[src/rtl/xfc_pkg.sv]
package xfc_pkg;

    typedef enum logic [1:0] {
        VIEW_SYNC   = 2'd0,
        VIEW_TRY    = 2'd1,
        VIEW_BYPASS = 2'd2,
        VIEW_CTRL   = 2'd3
    } view_e;

    localparam int TAG_EMPTY_BIT = 0;
    localparam int TAG_FULL_BIT  = 1;
    localparam int TAG_TYPE_BIT  = 2;

endpackage

[src/rtl/xfc_queue.sv]
module xfc_queue #(
    parameter int DATA_W = 32,
    parameter int DEPTH  = 4
) (
    input  logic              clk,
    input  logic              rst_n,
    input  logic              push,
    input  logic              pop,
    input  logic              replace_newest,
    input  logic              flush,
    input  logic [DATA_W-1:0] wdata,
    output logic [DATA_W-1:0] head,
    output logic              empty,
    output logic              full
);
    localparam int PTR_W = (DEPTH > 1) ? $clog2(DEPTH) : 1;
    localparam int CNT_W = $clog2(DEPTH + 1);

    typedef struct packed {
        logic [DEPTH-1:0][DATA_W-1:0] mem;
        logic [PTR_W-1:0]             rd;
        logic [PTR_W-1:0]             wr;
        logic [CNT_W-1:0]             cnt;
    } q_t;

    q_t q_q, q_d;

    function automatic logic [PTR_W-1:0] step(input logic [PTR_W-1:0] p);
        return (p == PTR_W'(DEPTH - 1)) ? '0 : p + PTR_W'(1);
    endfunction

    logic [PTR_W-1:0] newest_idx;

    always_comb begin
        newest_idx = (q_q.wr == '0) ? PTR_W'(DEPTH - 1) : q_q.wr - PTR_W'(1);
        q_d = q_q;
        if (flush) begin
            q_d.rd  = '0;
            q_d.wr  = '0;
            q_d.cnt = '0;
        end else if (push) begin
            q_d.mem[q_q.wr] = wdata;
            q_d.wr          = step(q_q.wr);
            q_d.cnt         = q_q.cnt + CNT_W'(1);
        end else if (pop) begin
            q_d.rd  = step(q_q.rd);
            q_d.cnt = q_q.cnt - CNT_W'(1);
        end else if (replace_newest && (q_q.cnt != '0)) begin
            q_d.mem[newest_idx] = wdata;
        end
    end

    always_ff @(posedge clk) begin
        if (!rst_n) q_q <= '0;
        else        q_q <= q_d;
    end

    assign head  = q_q.mem[q_q.rd];
    assign empty = (q_q.cnt == '0);
    assign full  = (q_q.cnt == CNT_W'(DEPTH));

    assert_no_overflow_R1: assert property (@(posedge clk) disable iff (!rst_n)
        push |-> !full);
    assert_no_underflow_R1: assert property (@(posedge clk) disable iff (!rst_n)
        pop |-> !empty);
    assert_flags_exclusive_R2: assert property (@(posedge clk) disable iff (!rst_n)
        !(empty && full));
    assert_flush_empties_R8: assert property (@(posedge clk) disable iff (!rst_n)
        flush |=> (empty && !full));

endmodule

[src/rtl/xfc_waitmap.sv]
module xfc_waitmap #(
    parameter int THREADS = 8,
    parameter int TID_W   = (THREADS > 1) ? $clog2(THREADS) : 1
) (
    input  logic               clk,
    input  logic               rst_n,
    input  logic               park,
    input  logic [TID_W-1:0]   park_tid,
    input  logic               release_all,
    output logic               wake_valid,
    output logic [THREADS-1:0] wake_mask
);
    typedef struct packed {
        logic [THREADS-1:0] waiting;
        logic               wake_v;
        logic [THREADS-1:0] wake_m;
    } w_t;

    w_t w_q, w_d;

    always_comb begin
        w_d         = w_q;
        w_d.wake_v  = 1'b0;
        w_d.wake_m  = '0;
        if (park) begin
            w_d.waiting[park_tid] = 1'b1;
        end else if (release_all && (w_q.waiting != '0)) begin
            w_d.wake_v  = 1'b1;
            w_d.wake_m  = w_q.waiting;
            w_d.waiting = '0;
        end
    end

    always_ff @(posedge clk) begin
        if (!rst_n) w_q <= '0;
        else        w_q <= w_d;
    end

    assign wake_valid = w_q.wake_v;
    assign wake_mask  = w_q.wake_m;

    assert_wake_nonempty_R10: assert property (@(posedge clk) disable iff (!rst_n)
        wake_valid |-> (wake_mask != '0));
    assert_wake_single_pulse_R10: assert property (@(posedge clk) disable iff (!rst_n)
        wake_valid |=> !wake_valid);
    assert_mask_quiet_R10: assert property (@(posedge clk) disable iff (!rst_n)
        !wake_valid |-> (wake_mask == '0));

endmodule

[src/rtl/xthread_fifo_cell.sv]
module xthread_fifo_cell #(
    parameter int DATA_W  = 32,
    parameter int DEPTH   = 4,
    parameter int THREADS = 8,
    parameter int TID_W   = (THREADS > 1) ? $clog2(THREADS) : 1
) (
    input  logic               clk,
    input  logic               rst_n,
    input  logic               req_valid,
    input  logic [1:0]         req_view,
    input  logic               req_write,
    input  logic [TID_W-1:0]   req_tid,
    input  logic [DATA_W-1:0]  req_wdata,
    output logic               rsp_done,
    output logic               rsp_retry,
    output logic [DATA_W-1:0]  rsp_rdata,
    output logic               wake_valid,
    output logic [THREADS-1:0] wake_mask
);
    import xfc_pkg::*;

    typedef struct packed {
        logic              done;
        logic              retry;
        logic [DATA_W-1:0] rdata;
    } rsp_t;

    rsp_t r_q, r_d;

    view_e             view;
    logic              q_push, q_pop, q_replace, q_flush;
    logic              q_empty, q_full;
    logic [DATA_W-1:0] q_head;
    logic              w_park, w_release;

    assign view = view_e'(req_view);

    always_comb begin
        r_d       = '0;
        q_push    = 1'b0;
        q_pop     = 1'b0;
        q_replace = 1'b0;
        q_flush   = 1'b0;
        w_park    = 1'b0;
        w_release = 1'b0;
        if (req_valid) begin
            case (view)
                VIEW_SYNC, VIEW_TRY: begin
                    if (req_write) begin
                        if (q_full) begin
                            if (view == VIEW_SYNC) begin
                                r_d.retry = 1'b1;
                                w_park    = 1'b1;
                            end else begin
                                r_d.done  = 1'b1;
                            end
                        end else begin
                            r_d.done  = 1'b1;
                            q_push    = 1'b1;
                            w_release = q_empty;
                        end
                    end else begin
                        if (q_empty) begin
                            if (view == VIEW_SYNC) begin
                                r_d.retry = 1'b1;
                                w_park    = 1'b1;
                            end else begin
                                r_d.done  = 1'b1;
                            end
                        end else begin
                            r_d.done  = 1'b1;
                            r_d.rdata = q_head;
                            q_pop     = 1'b1;
                            w_release = q_full;
                        end
                    end
                end
                VIEW_BYPASS: begin
                    r_d.done = 1'b1;
                    if (req_write) q_replace = 1'b1;
                    else if (!q_empty) r_d.rdata = q_head;
                end
                VIEW_CTRL: begin
                    r_d.done = 1'b1;
                    if (req_write) begin
                        if (req_wdata[TAG_EMPTY_BIT]) begin
                            q_flush   = 1'b1;
                            w_release = q_full;
                        end
                    end else begin
                        r_d.rdata[TAG_EMPTY_BIT] = q_empty;
                        r_d.rdata[TAG_FULL_BIT]  = q_full;
                        r_d.rdata[TAG_TYPE_BIT]  = 1'b1;
                    end
                end
                default: r_d = '0;
            endcase
        end
    end

    always_ff @(posedge clk) begin
        if (!rst_n) r_q <= '0;
        else        r_q <= r_d;
    end

    xfc_queue #(.DATA_W(DATA_W), .DEPTH(DEPTH)) u_queue (
        .clk            (clk),
        .rst_n          (rst_n),
        .push           (q_push),
        .pop            (q_pop),
        .replace_newest (q_replace),
        .flush          (q_flush),
        .wdata          (req_wdata),
        .head           (q_head),
        .empty          (q_empty),
        .full           (q_full)
    );

    xfc_waitmap #(.THREADS(THREADS), .TID_W(TID_W)) u_waitmap (
        .clk         (clk),
        .rst_n       (rst_n),
        .park        (w_park),
        .park_tid    (req_tid),
        .release_all (w_release),
        .wake_valid  (wake_valid),
        .wake_mask   (wake_mask)
    );

    assign rsp_done  = r_q.done;
    assign rsp_retry = r_q.retry;
    assign rsp_rdata = r_q.rdata;

    assert_single_answer_R9: assert property (@(posedge clk) disable iff (!rst_n)
        !(rsp_done && rsp_retry));
    assert_answer_latency_R9: assert property (@(posedge clk) disable iff (!rst_n)
        req_valid |=> (rsp_done || rsp_retry));
    assert_no_spurious_R9: assert property (@(posedge clk) disable iff (!rst_n)
        !req_valid |=> (!rsp_done && !rsp_retry));
    assert_retry_keeps_flags_R3: assert property (@(posedge clk) disable iff (!rst_n)
        rsp_retry |-> (q_empty == $past(q_empty) && q_full == $past(q_full)));
    assert_bypass_flags_R5: assert property (@(posedge clk) disable iff (!rst_n)
        (req_valid && view == VIEW_BYPASS) |=> ($stable(q_empty) && $stable(q_full)));
    assert_tag_never_stalls_R7: assert property (@(posedge clk) disable iff (!rst_n)
        (req_valid && view == VIEW_CTRL) |=> rsp_done);

endmodule

[config.mk]
export PLATFORM = sky130hd
export DESIGN_NAME = xthread_fifo_cell
export DESIGN_NICKNAME = d
export VERILOG_FILES = /design/src/rtl/xfc_pkg.sv /design/src/rtl/xfc_queue.sv /design/src/rtl/xfc_waitmap.sv /design/src/rtl/xthread_fifo_cell.sv
export SDC_FILE = /design/constraint.sdc
export NUM_CORES = 1
export LEC_CHECK = 0
export BUFFER_PORTS_ARGS = -buffer_cell sky130_fd_sc_hd__buf_4
export CELL_PAD_IN_SITES_DETAIL_PLACEMENT = 0
export CELL_PAD_IN_SITES_GLOBAL_PLACEMENT = 2
export CORE_MARGIN = 2
export CORE_UTILIZATION = 41
export CTS_CLUSTER_DIAMETER = 200
export DETAILED_ROUTE_END_ITERATION = 8
export GPL_ROUTABILITY_DRIVEN = 0
export PLACE_DENSITY = 0.8
export SLEW_MARGIN = 25
export SYNTH_ARGS = -nofsm -noshare
export SYNTH_HDL_FRONTEND = slang
export SYNTH_HIERARCHICAL = 1
export SYNTH_SLANG_ARGS = --single-unit
export TNS_END_PERCENT = 50
[constraint.sdc]
create_clock -name clk -period 4.4 [get_ports clk]
set_input_delay 0.88 -clock clk [delete_from_list [all_inputs] [get_ports clk]]
set_output_delay 0.88 -clock clk [all_outputs]
set_load 0.03 [all_outputs]
# After elaboration in Yosys (flattened, before gate mapping)
# Index checks and enable logic that the tools add are counted.
# word_totals
in_bits,41
ff_bits,186
# op_classes
eq_ne,7
order_cmp,7
n_addsub,5
n_mux,57
n_reduce_logical,24
bitwise_logic,7
# op_table
op,count
$mux 128,3
$bwmux 128,2
$demux 32 s2,2
$mux 32,3
$bmux 32 s2,1
$mux 1,31
$mux 17,1
$mux 3,5
$lt 2x3->1 const B,3
$eq 2x2->1 const B,4
$mux 2,4
$mux 8,1
$or 8x8->8,1
$reduce_bool 8->1,1
$reduce_or 2->1,4
$not 1->1,6
$pmux 3 s2,1
$reduce_and 3->1,2
$reduce_bool 2->1,3
$reduce_or 3->1,2
$logic_and 1x1->1,5
$reduce_or 5->1,1
$add 2x1->2 const B,2
$ge 2x1->1 const B,2
other kinds (14),17

# Logic depth before layout (Yosys ltp)
# Gate-level depths: netlist of the first run.
# depth
word_depth,10
depth_mapped,10

# Hierarchy
# The synthesis of the first run kept the hierarchy.
# by_module_without_submodules
mod,instances,area_per_inst_um2,seq_area_each_um2,cells_per_inst
xfc_queue,1,5957.0,2702.6,542
xthread_fifo_cell,1,1091.0,680.7,96
xfc_waitmap,1,706.9,340.3,64

# Worst setup path after synthesis of the first run
# OpenSTA, ideal clock, no wires.
# synth_path
path_type,input-to-reg
from,input port req_write
to,register u_queue/q_q[2] (netlist bit)
stages,10
t_arrival_ps,2718
slack_ps,1559
required_time_ps,4277
cell_sequence,buf_2 nand2_1 nor3_1 buf_6 clkbuf_1 inv_1 fa_1 nor3b_1 o21ai_0 nor3b_1
# synth_via
elab_chain_len,4
# synth_lines
element,line,source
"start, declared",xthread_fifo_cell.sv:11,"input logic req_write,"
$mux 1 (*),xthread_fifo_cell.sv:49,if (req_write) begin
$mux 1 (*),xthread_fifo_cell.sv:47,case (view)
$mux 1 (*),xthread_fifo_cell.sv:46,if (req_valid) begin
via q_push,xthread_fifo_cell.sv:31,"logic q_push, q_pop, q_replace, q_flush;"
$mux 3 or $reduce_bool 2->1 (tied branches),-,
"end signal, assigned",xfc_queue.sv:55,else q_q <= q_d;
"end, declared",xfc_queue.sv:26,"q_t q_q, q_d;"
# The timed path passes the listed nets; every way through them passes the cells marked *.
# A chain may end at the register's enable or synchronous reset.

# Final worst setup path of the first run
# layout_path
from,register u_queue/q_q[2] (netlist bit)
to,register u_queue/q_q[111] (netlist bit)
# layout_via
elab_chain_len,7
# layout_lines
element,line,source
$eq 3x3->1 (*),xfc_queue.sv:60,assign full = (q_q.cnt == CNT_W'(DEPTH));
via q_full,xthread_fifo_cell.sv:32,"logic q_empty, q_full;"
$mux 1 (*),xthread_fifo_cell.sv:50,if (q_full) begin
$mux 1 (*),xthread_fifo_cell.sv:49,
$mux 1 (*),xthread_fifo_cell.sv:47,
$mux 1 (*),xthread_fifo_cell.sv:46,
via q_push,xthread_fifo_cell.sv:31,
$ne 2x2->1 (no source line) or $reduce_bool 2->1 (tied branches),-,
$reduce_and 3->1 (no source line),-,
# Marked as above.

==> flow_summary.yaml, run 1 <==
worst_setup_path:
  cp_max_fo: 32
  max_stage_delay_ns: 0.70
  path_class: "reg2reg"
  path_cells: "nor3b_1, nor3_2, buf_4, or4_1, o2111ai_4, buf_4, mux2i_1"
  required_ns: 4.75
  slowest_stage: "or4_1"
  worstPathArrival_ns: 3.54
  endpoint_kind: "register"
  cpMostUsedCell: "buf_4"
  start_kind: "register"
logic_synthesis:
  yosysMostFrequentCell: "dfxtp_1"
  synthTopCellsByArea: "dfxtp_1 (48%), mux2i_1 (17%), mux4_2 (9.3%)"
  ys_warn_count: 6
  netlist_instances: 702
  yosys-top-cells-count: "dfxtp_1 (186), nand2_1 (164), mux2i_1 (132)"
  synth_edf_count: 0
  yosysSeqAreaShare_pct: 48.0
  avgSynthCellArea_um2: 11.0
  synth_top_area_share_pct: 48.0
  ys_types: 45
  ys.flop_type: "dfxtp_1"
  syn_area_um2: 7750
  synth_top_area_cell: "dfxtp_1"
  synth_async_sr_flop_share_pct: 0
  ys_ff_latch: 186
  synth_fp_nets: 749
sta:
  hold_viol_final: 0
  worst_slack_ns: 1.21
  rsz0062_at_grt: "no"
  timing.fmax_ghz: 0.313
  slew_headroom_pct: 44.2
  fin_hold_ws_ns: 0.456
  max_slew.worst_pin.slew_ns: 0.836
  setup_viol: 0
  period_minus_slack_ns: 3.19
  finClkSkew_ns: 0.00717
  fin_setup_tns_ns: 0
  timing.final.crit_share_pct: 72.5
  slew_viol_final: 0
layout:
  area_growth_pct: 16.2
  nNetsFinal: 806
  diodes: 0
  layout-drive-gt1-share_pct: 23.3
power:
  ir_drop_v: 0.000279
  power_density_nw_per_um2: 377
  totalPowerFinal_mw: 3.40
  power_leakage_nw: 3.99
detailed_routing:
  drt-wirelength-per-cell_um: 16.0
  drtAntennaViolNets: 0
  drt_iter0_markers: 235
  route.vias.total: 5121
  drtPass1Iterations: 4
  remaining_drc_errors: 0
  via_per_inst: 5.09
  finalWirelength_um: 16100
global_routing:
  grt_pass1_wl_um: 26400
  grt_pass1_vias: 5220
  grt_overflow: 0
  grt_max_degree: 102
  grt_antenna_before_repair: 0
  grtUsageTotal_pct: 16.7
clock_tree:
  cts_buffer_depth: 2
  ctsHoldBuffers: 0
  post_cts_buffers: 0
  cts.clk_slew.worst_paths_ns: 0.07
  cts_buffers: 17
  h-tree-depth: 4
  clk_latency_ns: 0.42
  post_cts_resized: 0
  cts_tree: "yes"
  clock-sinks: 186
  clock-root-buffer: "clkbuf_16"
status:
  status: "finished, final reports clean"
die:
  fp.dieW_um: 142
  die_area_um2: 20000
  row_count: 50
  die_h_um: 142
  ioPinCount: 84
  initial_core_util_pct: 41.6
  core-area_um2: 18600
min_path:
  min_path_type: "reg2reg"
placed_design:
  place_ws_ns: 1.15
  dp_hpwl_um: 10400
  port_buffers: 83
flow_run:
  drv_cap: 0
stage by stage:
stage,cell area [um^2],util [%],instances
after global routing,9010,48.3,1006
final,9010,48.3,1006
after detailed placement,8430,45.2,974
after global placement,8430,45.2,974
after floorplan,7750,-,702
after CTS,9010,48.3,1006
critical path, delay by kind of cell, from the launching register on:
family	cells	cell delay [ns]
compound gates	1	0.16
flops	1	0.39
simple gates	3	1.44
buf+inv	2	0.81
mux	1	0.27
cells in the final DEF (no fill, tap or decap), drive strengths merged, types with 2 or more instances in the layout:
cell / Yosys / layout
nor3b: 5 / 5
mux2i: 132 / 132
clkinv: 0 / 5
and3: 2 / 2
nand3: 3 / 3
o21ai: 5 / 5
nand2b: 2 / 2
bufinv: 0 / 2
o2111ai: 3 / 3
nand2: 165 / 165
mux2: 4 / 4
a41oi: 4 / 4
dfxtp: 186 / 186
nor4: 3 / 3
nand3b: 2 / 2
a21oi: 3 / 3
and2: 39 / 39
nor2: 14 / 14
clkinvlp: 0 / 3
nor2b: 2 / 2
a31oi: 2 / 2
nor4bb: 2 / 2
clkbuf: 26 / 22
buf: 31 / 95
nor4b: 4 / 4
nor3: 9 / 9
ha: 5 / 5
mux4: 32 / 32
inv: 8 / 8
a211oi: 4 / 4
power breakdown:
group	leakage, nW	switching (mW)	internal, mW
clock	0.276	0.635	0.868
combinational	2.21	0.107	0.0722
sequential	1.50	0.0138	1.70
flip-flops by register name, indices dropped and copies added (netlist names):
register              cells
u_queue/q_q             135
u_waitmap/wake_valid      1
rsp_done                  1
rsp_retry                 1
u_waitmap/w_q             8
u_waitmap/wake_mask       8
rsp_rdata                32
kinds of logic (layout without fill, tap and decap cells):
kind of cell	count (synthesis)	count (layout)	synth area share, %
DFF	186	186	48.0
muxes	168	168	26.9
and+or+nand+nor	253	253	15.9
AOI/OAI and AO/OA	23	23	2.48
buffers and inverters	65	135	5.55
adders and majority gates	6	6	1.06
xor gates and xnor gates	1	1	0.113
worst paths after layout:
check	slack [ns]	depth (start not counted)	end	startpoint
min	0.46	2	u_queue/q_q[97]	u_queue/q_q[97]
max	1.21	7	u_queue/q_q[111]	u_queue/q_q[2]
max reg2reg	1.21	7	u_queue/q_q[111]	u_queue/q_q[2]
min reg2reg	0.46	2	u_queue/q_q[97]	u_queue/q_q[97]
final cells by class:
cell class / instances / area, um^2
Fill cell: 1730 / 9630
Sequential cell: 186 / 3730
Multi-Input combinational cell: 451 / 3640
Timing Repair Buffer: 95 / 738
Clock buffer: 22 / 464
Tap cell: 234 / 293
Clock inverter: 10 / 119
Inverter: 8 / 30.0
metal layers:
metal | vias to the layer above | global-route usage [%] | part of all wire (%)
met5 | - | 0 | 0
met1 | 2486 | 20.8 | 45
li1 | 2510 | - | -
met4 | 0 | 6.37 | 1.8
met2 | 101 | 28.6 | 50
met3 | 24 | 3.48 | 3.5
Power figures use the tool's default switching activity.
==> run 2, diff against run 1 <==
- CORE_UTILIZATION: 41 -> 39
- PLACE_DENSITY: 0.8 -> 0.77
- clock period: 4.4 -> 3.1 ns (I/O delays scaled with it)
==> flow_summary.yaml, run 2 (synthesis gave the netlist of run 1 again) <==
sta:
  max_slew.worst_pin.slew_ns: 0.710
  hold_viol_final: 0
  fin_setup_tns_ns: 0
  fin_hold_ws_ns: 0.427
  finClkSkew_ns: 0.00706
  timing.fmax_ghz: 0.410
  rsz0062_at_grt: "no"
  period_minus_slack_ns: 2.44
  timing.final.crit_share_pct: 78.8
  slew_viol_final: 0
  slew_headroom_pct: 52.7
  setup_viol: 0
power:
  power_leakage_nw: 4.06
  ir_drop_v: 0.000378
  power_density_nw_per_um2: 530
clock_tree:
  post_cts_buffers: 0
  cts_buffers: 17
  h-tree-depth: 4
  post_cts_resized: 0
  clk_latency_ns: 0.42
  cts_tree: "yes"
  cts.clk_slew.worst_paths_ns: 0.07
  cts_buffer_depth: 2
  clock-root-buffer: "clkbuf_16"
  ctsHoldBuffers: 0
  clock-sinks: 186
worst_setup_path:
  r2r_start: "u_queue/q_q[2]"
  cp_max_fo: 18
  path_class: "reg2reg"
  start_kind: "register"
  endpoint_kind: "register"
  worstPathArrival_ns: 2.79
  crit_start: "u_queue/q_q[2]"
  required_ns: 3.45
detailed_routing:
  route.vias.total: 5201
  drtPass1Iterations: 5
  finalWirelength_um: 16700
  via_per_inst: 5.00
  drt-wirelength-per-cell_um: 16.1
  drt_iter0_markers: 248
  drtAntennaViolNets: 0
  remaining_drc_errors: 0
die:
  row_count: 51
  die_h_um: 145
  initial_core_util_pct: 39.8
  die_area_um2: 21000
  fp.dieW_um: 145
  core-area_um2: 19500
  ioPinCount: 84
min_path:
  min_path_type: "in2reg"
  hold_start: "req_view[0]"
layout:
  layout-drive-gt1-share_pct: 24.0
  largest-register: "u_queue/q_q"
  area_growth_pct: 18.4
  diodes: 0
  largest_reg_flops: 135
  final_common_cell: "dfxtp_1"
  fillers: 1841
  final_cell_mix: "dfxtp_1 (184), nand2_1 (164), mux2i_1 (132), buf_4 (94), and2_1 (39)"
  nNetsFinal: 813
status:
  status: "finished, final reports clean"
global_routing:
  grt_pass1_wl_um: 27600
  grt_antenna_before_repair: 0
  grt_overflow: 0
  grt_pass1_vias: 5316
  grtUsageTotal_pct: 16.3
  grt_max_degree: 70
placed_design:
  dp_hpwl_um: 10800
  port_buffers: 83
flow_run:
  drv_cap: 0
[run 2: cell count changes in the layout (fill, tap and decap cells not counted), moves of 2 or more]
cell	delta
clkbuf_1	-2
buf_12	+6
clkbuf_8	+3
clkinv_4	-2
[run 2: layout make-up]
cell class	instances	area, um^2	share of cell area, %
repair buffers	102	866	9.43
well taps	265	332	3.61
flip-flops and latches	186	3730	40.6
clock buffers	23	498	5.42
clock inverters	6	88.8	0.968
inverters	8	30.0	0.327
multi-input cells	451	3640	39.7
[run 2: layer usage]
layer  GRT usage [%]  vias to the layer above  wire, um
met5               0                        -         0
met3            3.24                       14       469
met2            26.8                       82      8180
met4            5.45                        0       213
li1                -                     2530         -
met1            21.5                     2575      7870
[run 2: critical path, stage by stage (launching register included)]
cell       delay, ns
dfxtp_1         0.39
nor3b_1         0.19
buf_4           0.17
nor3_2          0.05
or4_1           0.68
o2111ai_4       0.37
buf_12          0.28
mux2i_1         0.21
[run 2: worst paths after layout]
check                     to  slack (ns)  cells after the start
max          u_queue/q_q[59]        0.66                      7
min                rsp_retry        0.43                      2
max reg2reg  u_queue/q_q[59]        0.66                      7
min reg2reg   u_queue/q_q[7]        0.46                      2
[run 2: through the flow]
step | area (um^2) | setup slack, ns | util (%) | cells | total power [mW]
final | 9180 | 0.658 | 47.2 | 1041 | 4.87
after global routing | 9180 | 0.438 | 47.2 | 1041 | 5.05
after CTS | 9180 | 0.640 | 47.2 | 1041 | 4.93
after detailed placement | 8590 | 0.489 | 44.2 | 1012 | 2.76
after global placement | 8590 | 0.519 | 44.2 | 1012 | 2.75
after floorplan | 7750 | 0.519 | - | 702 | 2.65
[run 2: power by group]
| part | total (mW) | internal, mW | switching [mW] |
|---|---|---|---|
| logic | 0.268 | 0.111 | 0.157 |
| clock network | 2.17 | 1.28 | 0.882 |
| registers | 2.43 | 2.41 | 0.0193 |
| total | 4.87 | 3.81 | 1.06 |
==> run 3, diff against run 2 <==
- ABC_AREA: unset -> 1
- CORE_UTILIZATION: 39 -> 29
- PLACE_DENSITY: 0.77 -> 0.72
- clock period: 3.1 -> 2.04 ns (I/O delays scaled with it)
==> flow_summary.yaml, run 3 <==
status:
  status: "finished, final reports clean"
die:
  row_count: 65
  fp.dieW_um: 183
  initial_core_util_pct: 29.5
  ioPinCount: 84
  core-area_um2: 31600
  die_area_um2: 33600
  die_h_um: 183
worst_setup_path:
  cp_max_fo: 14
  start_kind: "register"
  path_cells: "nor2_1, nand2_1, inv_1, nor2_4, inv_1, nor3_2, buf_4, a21oi_4, buf_12, buf_4, clkbuf_16, nand4_1, nand2_1, nor2_1"
  reg2reg_depth: 14
  r2r_start: "u_queue/q_q[1]"
  required_ns: 2.38
  path_class: "reg2reg"
  crit_start: "u_queue/q_q[1]"
  slowest_stage: "dfxtp_4"
  reg2reg_to: "u_queue/q_q[28]"
  r2r_slack_ns: 0.14
  crit_cells: 14
  path_buf_inv: 6
  endpoint_kind: "register"
  endpoint: "u_queue/q_q[28]"
  path_delay_family: "buffers and inverters"
  worstPathArrival_ns: 2.24
  max_stage_delay_ns: 0.36
logic_synthesis:
  ys_warn_count: 6
  yosysMostFrequentCell: "inv_1"
  avgSynthCellArea_um2: 6.41
  yosys-top-cells-count: "inv_1 (347), nand2_1 (312), dfxtp_1 (186)"
  syn_area_um2: 9330
  synthTopCellsByArea: "dfxtp_1 (40%), inv_1 (14%), nand2_1 (13%)"
  synth_top_area_cell: "dfxtp_1"
  ys_types: 26
  yosysSeqAreaShare_pct: 39.9
  synth_async_sr_flop_share_pct: 0
  ys.flop_type: "dfxtp_1"
  ys_ff_latch: 186
  synth_fp_nets: 1503
  netlist_instances: 1456
  synth_top_area_share_pct: 39.9
  synth_edf_count: 0
layout:
  fillers: 3535
  largest_reg_flops: 135
  diodes: 0
  regArea_um2: 3730
  fin_util_pct: 35.6
  nNetsFinal: 1558
  multi_input_area_um2: 3860
  final_cell_mix: "inv_1 (346), nand2_1 (311), dfxtp_1 (183), nor2_1 (182), nand4_1 (132)"
  final_common_cell: "inv_1"
  design_area_um2: 11300
  fin_cells: 1926
  largest-register: "u_queue/q_q"
  layout-drive-gt1-share_pct: 13.1
  area_growth_pct: 20.7
detailed_routing:
  drt_iter0_markers: 510
  via_per_inst: 4.36
  drtAntennaViolNets: 0
  drt-wirelength-per-cell_um: 14.5
  drtPass1Iterations: 5
  finalWirelength_um: 27800
  remaining_drc_errors: 0
  route.vias.total: 8406
sta:
  max_slew.worst_pin.slew_ns: 0.677
  timing.final.crit_share_pct: 93.2
  slew_viol_final: 0
  rsz0062_at_grt: "yes"
  finClkSkew_ns: 0.0154
  slew_headroom_pct: 54.9
  fin_setup_tns_ns: 0
  setup_viol: 0
  hold_viol_final: 0
  period_minus_slack_ns: 1.90
  timing.fmax_ghz: 0.526
power:
  power_density_nw_per_um2: 706
  ir_drop_v: 0.000553
  totalPowerFinal_mw: 7.94
  power_leakage_nw: 5.25
global_routing:
  grt_max_degree: 72
  grt_overflow: 0
  grt_pass1_vias: 8178
  grt_antenna_before_repair: 0
  grt_pass1_wl_um: 43500
  grtUsageTotal_pct: 16.6
flow_run:
  drv_cap: 0
clock_tree:
  clk_latency_ns: 0.45
  cts_tree: "yes"
  cts_buffers: 17
  clock-root-buffer: "clkbuf_16"
  cts.clk_slew.worst_paths_ns: 0.07
  clock-sinks: 186
  h-tree-depth: 4
  ctsHoldBuffers: 0
  cts_buffer_depth: 2
placed_design:
  placed_area_um2: 10600
  dp_hpwl_um: 15700
  port_buffers: 83
  dp_cells: 1889
min_path:
  min_path_type: "in2reg"
==> run 3: how the worst min path moves through the flow <==
| stage | to | cells past startpoint | start |
|---|---|---|---|
| floorplan | u_waitmap/wake_mask[5] | 2 | u_waitmap/w_q[14] |
| CTS | rsp_retry | 2 | req_view[1] |
| finish | rsp_retry | 2 | req_view[1] |
| global route | rsp_retry | 2 | req_view[1] |
| global placement | u_waitmap/wake_mask[4] | 2 | u_waitmap/w_q[13] |
| detailed placement | u_waitmap/wake_mask[4] | 2 | u_waitmap/w_q[13] |
==> run 3: cells by family (layout without fill, tap and decap cells) <==
group / Yosys count / after routing / share of synthesized area, %
and+or+nand+nor: 657 / 657 / 31.3
DFF: 186 / 186 / 39.9
AOI/OAI and AO/OA: 157 / 157 / 8.54
adders and majority gates: 6 / 6 / 0.885
buffers and inverters: 450 / 518 / 19.4
==> run 3: final cells by class <==
| class | count | share of cell area (%) |
|---|---|---|
| Clock buffer | 20 | 4.06 |
| Clock inverter | 12 | 0.822 |
| Inverter | 350 | 11.7 |
| Multi-Input combinational cell | 820 | 34.3 |
| Sequential cell | 186 | 33.1 |
| Tap cell | 402 | 4.47 |
| Timing Repair Buffer | 136 | 11.6 |
==> run 3: what timing repair did <==
item                                    in CTS  in global routing
pin swaps                                    1                  1
endpoints found under the setup margin       3                133
resized for setup                            0                 12
buffers inserted                             1                  1
hold endpoints to repair                     0                  0
gates cloned                                 0                  3
==> run 3: metrics by stage <==
stage,setup slack (ns),hold WS (ns)
2_1_floorplan,0.109,0.421
4_1_cts,0.0412,0.187
3_5_place_dp,-0.0280,0.445
6_report,0.139,0.221
5_1_grt,-0.0129,0.209
3_3_place_gp,-0.0110,0.440
==> run 3: where the power goes <==
group          internal [mW]  switching (mW)  leakage [nW]
clock                   1.64            1.57         0.259
combinational          0.345           0.640          3.48
sequential              3.71          0.0406          1.51
==> run 3: layer usage <==
metal  share of wire (%)  GRT usage, %
met1                  49          21.6
met2                  47          28.4
met5                   0             0
met4                 1.5          5.02
met3                 2.3          2.50
